<file path="src/rtl/spec_fetch_pkg.sv">
package spec_fetch_pkg;
  typedef enum logic [1:0] {ST_IDLE, ST_PROBE, ST_BUS} seq_state_e;
  typedef enum logic {CYC_FETCH, CYC_DATA} cyc_kind_e;
endpackage

</file>
<file path="src/rtl/spec_fetch_lanes.sv">
module spec_fetch_lanes #(
  parameter int LANES = 4,
  localparam int OFFW = $clog2(LANES)
) (
  input  logic [OFFW-1:0]  off_i,
  input  logic [OFFW-1:0]  size_i,
  output logic [LANES-1:0] be_o
);
  int first, last;

  always_comb begin
    first = int'(off_i);
    // size code 0 means a full port-width operand
    last  = first + ((size_i == '0) ? LANES : int'(size_i));
  end

  for (genvar i = 0; i < LANES; i++) begin : g_lane
    assign be_o[LANES-1-i] = (i >= first) && (i < last);
  end
endmodule

</file>
<file path="src/rtl/spec_fetch_gap.sv">
module spec_fetch_gap #(
  parameter int GW = 4
) (
  input  logic          clk_i,
  input  logic          rst_ni,
  input  logic [GW-1:0] gap_i,
  input  logic          start_i,
  output logic          ok_o
);
  logic [GW-1:0] low_cnt_q;
  logic          start_q;

  always_ff @(posedge clk_i or negedge rst_ni) begin
    if (!rst_ni) begin
      low_cnt_q <= '1;
      start_q   <= 1'b0;
    end else begin
      start_q <= start_i;
      if (start_i)              low_cnt_q <= '0;
      else if (low_cnt_q != '1) low_cnt_q <= low_cnt_q + 1'b1;
    end
  end

  // an unbroken run of pulses is not a re-assertion
  assign ok_o = start_q || (low_cnt_q >= gap_i);
endmodule

</file>
<file path="src/rtl/spec_fetch_seq.sv">
module spec_fetch_seq
  import spec_fetch_pkg::*;
(
  input  logic      clk_i,
  input  logic      rst_ni,
  input  logic      fetch_req_i,
  input  logic      data_req_i,
  input  logic      cache_hit_i,
  input  logic      bus_ack_i,
  input  logic      gap_ok_i,
  output logic      launch_fetch_o,
  output logic      launch_data_o,
  output logic      in_probe_o,
  output logic      in_bus_o,
  output cyc_kind_e kind_o
);
  seq_state_e state_q, state_d;
  cyc_kind_e  kind_q;

  always_comb begin
    state_d        = state_q;
    launch_fetch_o = 1'b0;
    launch_data_o  = 1'b0;
    unique case (state_q)
      ST_IDLE: begin
        if (gap_ok_i) begin
          if (data_req_i)       launch_data_o  = 1'b1;
          else if (fetch_req_i) launch_fetch_o = 1'b1;
        end
        if (launch_data_o)       state_d = ST_BUS;
        else if (launch_fetch_o) state_d = ST_PROBE;
      end
      ST_PROBE: begin
        if (cache_hit_i) begin
          // abort; only a data access may follow immediately
          if (data_req_i && gap_ok_i) begin
            launch_data_o = 1'b1;
            state_d       = ST_BUS;
          end else begin
            state_d = ST_IDLE;
          end
        end else begin
          state_d = ST_BUS;
        end
      end
      ST_BUS:  if (bus_ack_i) state_d = ST_IDLE;
      default: state_d = ST_IDLE;
    endcase
  end

  always_ff @(posedge clk_i or negedge rst_ni) begin
    if (!rst_ni) begin
      state_q <= ST_IDLE;
      kind_q  <= CYC_FETCH;
    end else begin
      state_q <= state_d;
      if (launch_data_o)       kind_q <= CYC_DATA;
      else if (launch_fetch_o) kind_q <= CYC_FETCH;
    end
  end

  assign in_probe_o = (state_q == ST_PROBE);
  assign in_bus_o   = (state_q == ST_BUS);
  assign kind_o     = kind_q;
endmodule

</file>
<file path="src/rtl/spec_fetch_bus.sv">
module spec_fetch_bus
  import spec_fetch_pkg::*;
#(
  parameter int AW    = 32,
  parameter int LANES = 4,
  parameter int GW    = 4,
  localparam int OFFW = $clog2(LANES)
) (
  input  logic             clk_i,
  input  logic             rst_ni,
  input  logic [GW-1:0]    gap_cfg_i,
  input  logic             fetch_req_i,
  input  logic [AW-1:0]    fetch_addr_i,
  input  logic             cache_hit_i,
  input  logic             data_req_i,
  input  logic             data_we_i,
  input  logic [OFFW-1:0]  data_size_i,
  input  logic [AW-1:0]    data_addr_i,
  input  logic             bus_ack_i,
  output logic             cyc_start_o,
  output logic             addr_strobe_o,
  output logic             read_o,
  output logic [AW-1:0]    addr_o,
  output logic [LANES-1:0] byte_en_o,
  output logic             fetch_done_o,
  output logic             data_done_o
);
  logic             gap_ok, fetch_launch, data_launch, in_probe, in_bus;
  cyc_kind_e        kind;
  logic [LANES-1:0] data_be;
  logic [AW-1:0]    addr_q;
  logic [LANES-1:0] be_q;
  logic             read_q;

  spec_fetch_gap #(.GW(GW)) u_gap (
    .clk_i  (clk_i),
    .rst_ni (rst_ni),
    .gap_i  (gap_cfg_i),
    .start_i(cyc_start_o),
    .ok_o   (gap_ok)
  );

  spec_fetch_seq u_seq (
    .clk_i         (clk_i),
    .rst_ni        (rst_ni),
    .fetch_req_i   (fetch_req_i),
    .data_req_i    (data_req_i),
    .cache_hit_i   (cache_hit_i),
    .bus_ack_i     (bus_ack_i),
    .gap_ok_i      (gap_ok),
    .launch_fetch_o(fetch_launch),
    .launch_data_o (data_launch),
    .in_probe_o    (in_probe),
    .in_bus_o      (in_bus),
    .kind_o        (kind)
  );

  spec_fetch_lanes #(.LANES(LANES)) u_lanes (
    .off_i (data_addr_i[OFFW-1:0]),
    .size_i(data_size_i),
    .be_o  (data_be)
  );

  always_ff @(posedge clk_i or negedge rst_ni) begin
    if (!rst_ni) begin
      addr_q <= '0;
      be_q   <= '0;
      read_q <= 1'b1;
    end else if (data_launch) begin
      addr_q <= data_addr_i;
      be_q   <= data_be;
      read_q <= ~data_we_i;
    end else if (fetch_launch) begin
      addr_q <= fetch_addr_i;
      be_q   <= '1;  // instruction reads use every lane
      read_q <= 1'b1;
    end
  end

  assign cyc_start_o   = fetch_launch | data_launch;
  assign addr_strobe_o = in_bus;
  assign read_o        = read_q;
  assign addr_o        = addr_q;
  assign byte_en_o     = be_q;
  assign fetch_done_o  = in_bus && bus_ack_i && (kind == CYC_FETCH);
  assign data_done_o   = in_bus && bus_ack_i && (kind == CYC_DATA);
endmodule

</file>
<file path="config.mk">
export PLATFORM = sky130hd
export DESIGN_NAME = spec_fetch_bus
export DESIGN_NICKNAME = d
export VERILOG_FILES = /design/src/rtl/spec_fetch_pkg.sv /design/src/rtl/spec_fetch_lanes.sv /design/src/rtl/spec_fetch_gap.sv /design/src/rtl/spec_fetch_seq.sv /design/src/rtl/spec_fetch_bus.sv
export SDC_FILE = /design/constraint.sdc
export NUM_CORES = 1
export LEC_CHECK = 0
export BUFFER_PORTS_ARGS = -buffer_cell sky130_fd_sc_hd__buf_4
export CORE_MARGIN = 2
export CORE_UTILIZATION = 45
export CTS_CLUSTER_SIZE = 12
export DETAILED_ROUTE_END_ITERATION = 10
export PLACE_DENSITY = 0.84
export SKIP_CTS_REPAIR_TIMING = 1
export SYNTH_ARGS = -nofsm -noshare
export SYNTH_HDL_FRONTEND = slang
export SYNTH_SLANG_ARGS = --single-unit
</file>
<file path="constraint.sdc">
create_clock -name clk_i -period 4 [get_ports clk_i]
set_input_delay 0.8 -clock clk_i [delete_from_list [all_inputs] [get_ports clk_i]]
set_output_delay 0.8 -clock clk_i [all_outputs]
set_load 0.1 [all_outputs]
</file>
==> impl_metrics.json <==
{
  "hold_violations": 0,
  "core_area_sq_um": 4755,
  "layout_common_cells": "buf_4, dfrtp_1, a22oi_1, o2bb2ai_1, mux2_2",
  "die_x_um": 74.47,
  "vias": 1973,
  "stdcell_count": 367,
  "synth_fp_nets": 273,
  "setup_viol": 0,
  "fin_crit_sh": 0.7745,
  "grt_pass1_vias": 1903,
  "crit_path_frequent_cell": "buf_4",
  "crit_type": "input port to output pin",
  "maxSlewViolCount": 0,
  "fin_skew_ns": 0.002459,
  "final_nets": 384,
  "syn_to_final_growth_pct": 43.67,
  "ys_warn_count": 0,
  "vias_per_cell": 5.376,
  "antenna_found_initial": 0,
  "path_max_fanout": 19,
  "initial_core_util": 0.4700,
  "grt_max_degree": 46,
  "placed_cell_area_sq_um": 3131,
  "grt.total_usage": 0.2063,
  "numCtsBuffers": 5,
  "cts_tree": "built",
  "synthDistinctLibCells": 36,
  "dp.cells": 359,
  "cts.reportedPaths.clkPinSlew_ns": 0.07,
  "drt_iter0_markers": 97,
  "post-route-cell-area_sq_um": 3211,
  "clock-root-buffer": "clkbuf_8",
  "layout-drive-gt1-share": 0.4933,
  "finalSetupTns_ns": 0,
  "outcome": "complete, no violations",
  "clk_latency_ns": 0.29,
  "rsz0062_at_grt": "no",
  "clk_path_buf_depth": 2,
  "hp-class": "input port to asynchronous set/reset pin",
  "ant_nets": 0,
  "worst_pin_slew_ns": 0.9953,
  "cts.sinks": 45,
  "portBuffers": 117,
  "routed_wirelength_um": 5575,
  "cp-end-kind": "output pin",
  "drc": 0,
  "worstPathCellList": "buf_4 -> nand2b_1 -> nand2_1 -> a211o_1 -> inv_6 -> buf_4",
  "dieArea_sq_um": 5546,
  "syn-cell-area_sq_um": 2235,
  "place_congestion": 0.8360,
  "arrival_ns": 2.30,
  "rows": 25,
  "slew_headroom": 0.3358,
  "max_clock_freq_mhz": 322.8,
  "grt-ovfl-total": 0,
  "maxCapViolCount": 0,
  "ios": 118,
  "grt_pass1_wl_um": 8700,
  "yosysSeqAreaShare": 0.5067,
  "syn_area_per_cell_sq_um": 11.89,
  "n_antenna_cell": 0,
  "cp.required_ns": 3.20,
  "period_minus_slack_ns": 3.098,
  "layout_commonest_cell": "buf_4",
  "ys_ff_latch": 45,
  "die_h_um": 74.47,
  "critPathSlowestCell": "a211o_1",
  "hpwl_um": 4160,
  "wl_per_cell_um": 15.19,
  "n_fill_cell": 389,
  "htreeDepth": 2,
  "worst_setup_path_start_kind": "input port",
  "synthCells": 188,
  "dr.pass1.iters": 4,
  "critPathMaxStageDelay_ns": 0.45
}
==> stage by stage <==
| stage | utilization | hold slack, ns | setup WS, ns |
|---|---|---|---|
| after floorplan | - | 0.4814 | 0.5394 |
| after global placement | 0.6584 | 0.4726 | 0.9425 |
| after detailed placement | 0.6584 | 0.4755 | 0.8821 |
| after CTS | 0.6753 | 0.4981 | 0.8818 |
| after global routing | 0.6753 | 0.5083 | 0.7795 |
| final | 0.6753 | 0.4903 | 0.9020 |
==> path summary, 6_finish.rpt <==
kind | start | endpoint | slack [ns] | cells past startpoint
hold reg to reg | addr_o[17]$_DFFE_PN0P_ | addr_o[17]$_DFFE_PN0P_ | 0.49 | 1
setup / recovery | cache_hit_i | cyc_start_o | 0.90 | 6
max in group asynchronous | rst_ni | u_gap.low_cnt_q[0]$_DFFE_PN1P_ | 3.13 | 1
min in group clk_i | addr_o[17]$_DFFE_PN0P_ | addr_o[17]$_DFFE_PN0P_ | 0.49 | 1
setup reg to reg | u_gap.low_cnt_q[0]$_DFFE_PN1P_ | u_seq.state_q[1]$_DFFE_PN0P_ | 1.63 | 7
hold / removal | rst_ni | addr_o[11]$_DFFE_PN0P_ | 0.49 | 1
==> registers in the layout (all words and copies together), names as in the netlist <==
register         count
addr_o              32
byte_en_o            4
u_gap.low_cnt_q      4
u_seq.state_q        2
read_o               1
u_gap.start_q        1
u_seq.kind_o         1
==> worst max-delay path, delay by kind of cell <==
family	cells	cell delay, ns
AOI/OAI and AO/OA	1	0.45
buffers and inverters	3	0.56
and+or+nand+nor	2	0.48
==> Yosys cell counts <==
cell        n  area (sq um)
dfrtp_1    40          1001
a22oi_1    25         187.7
o2bb2ai_1  25         219.0
mux2_2     16         180.2
clkbuf_1    8         30.03
inv_1       8         30.03
nor2_1      8         30.03
ha_1        7         87.58
dfstp_2     5         131.4
nand2_1     5         18.77
o32a_1      5         50.05
buf_2       3         15.01
buf_6       3         33.78
nand2b_1    3         18.77
nor3_1      3         15.01
a211oi_1    2         15.01
nand3_1     2         10.01
nor3b_1     2         15.01
a211o_1     1         8.760
a21oi_1     1         5.000
a31oi_1     1         6.260
and2_1      1         6.260
and3_1      1         6.260
buf_4       1         7.510
fa_1        1         20.02
inv_6       1         8.760
mux2i_1     1         10.01
nor2b_1     1         6.260
nor4b_1     1         8.760
o211ai_1    1         7.510
o21a_1      1         7.510
o21ai_0     1         5.000
o221ai_1    1         8.760
o41ai_1     1         8.760
or2_1       1         6.260
xnor2_1     1         8.760
==> kinds of logic after synthesis <==
family,after synthesis,share of synthesized area
flip-flops,45,0.5067
XOR/XNOR,1,0.003920
buffers and inverters,24,0.05599
AO/OA/AOI/OAI,65,0.2368
adder cells (fa/ha/maj),8,0.04815
multiplexers,17,0.08511
AND/OR/NAND/NOR,28,0.06328
==> final cells by class <==
cell class                      count  area [sq um]  area share
Clock buffer                        8         80.08     0.02494
Inverter                            9         38.79     0.01208
Multi-Input combinational cell    119         982.2      0.3059
Sequential cell                    45          1132      0.3527
Tap cell                           67         83.83     0.02611
Timing Repair Buffer              119         893.4      0.2783
==> layer usage <==
layer | track usage | wire [um] | vias to the layer above
met5 | 0 | 0 | -
met4 | 0.07937 | 116 | 0
met3 | 0.05014 | 385 | 11
met2 | 0.3618 | 2861 | 76
met1 | 0.2443 | 2211 | 948
li1 | - | - | 938
Power is not shown: default switching activity piles up to over one toggle a cycle in this logic, so the estimate is an artifact.
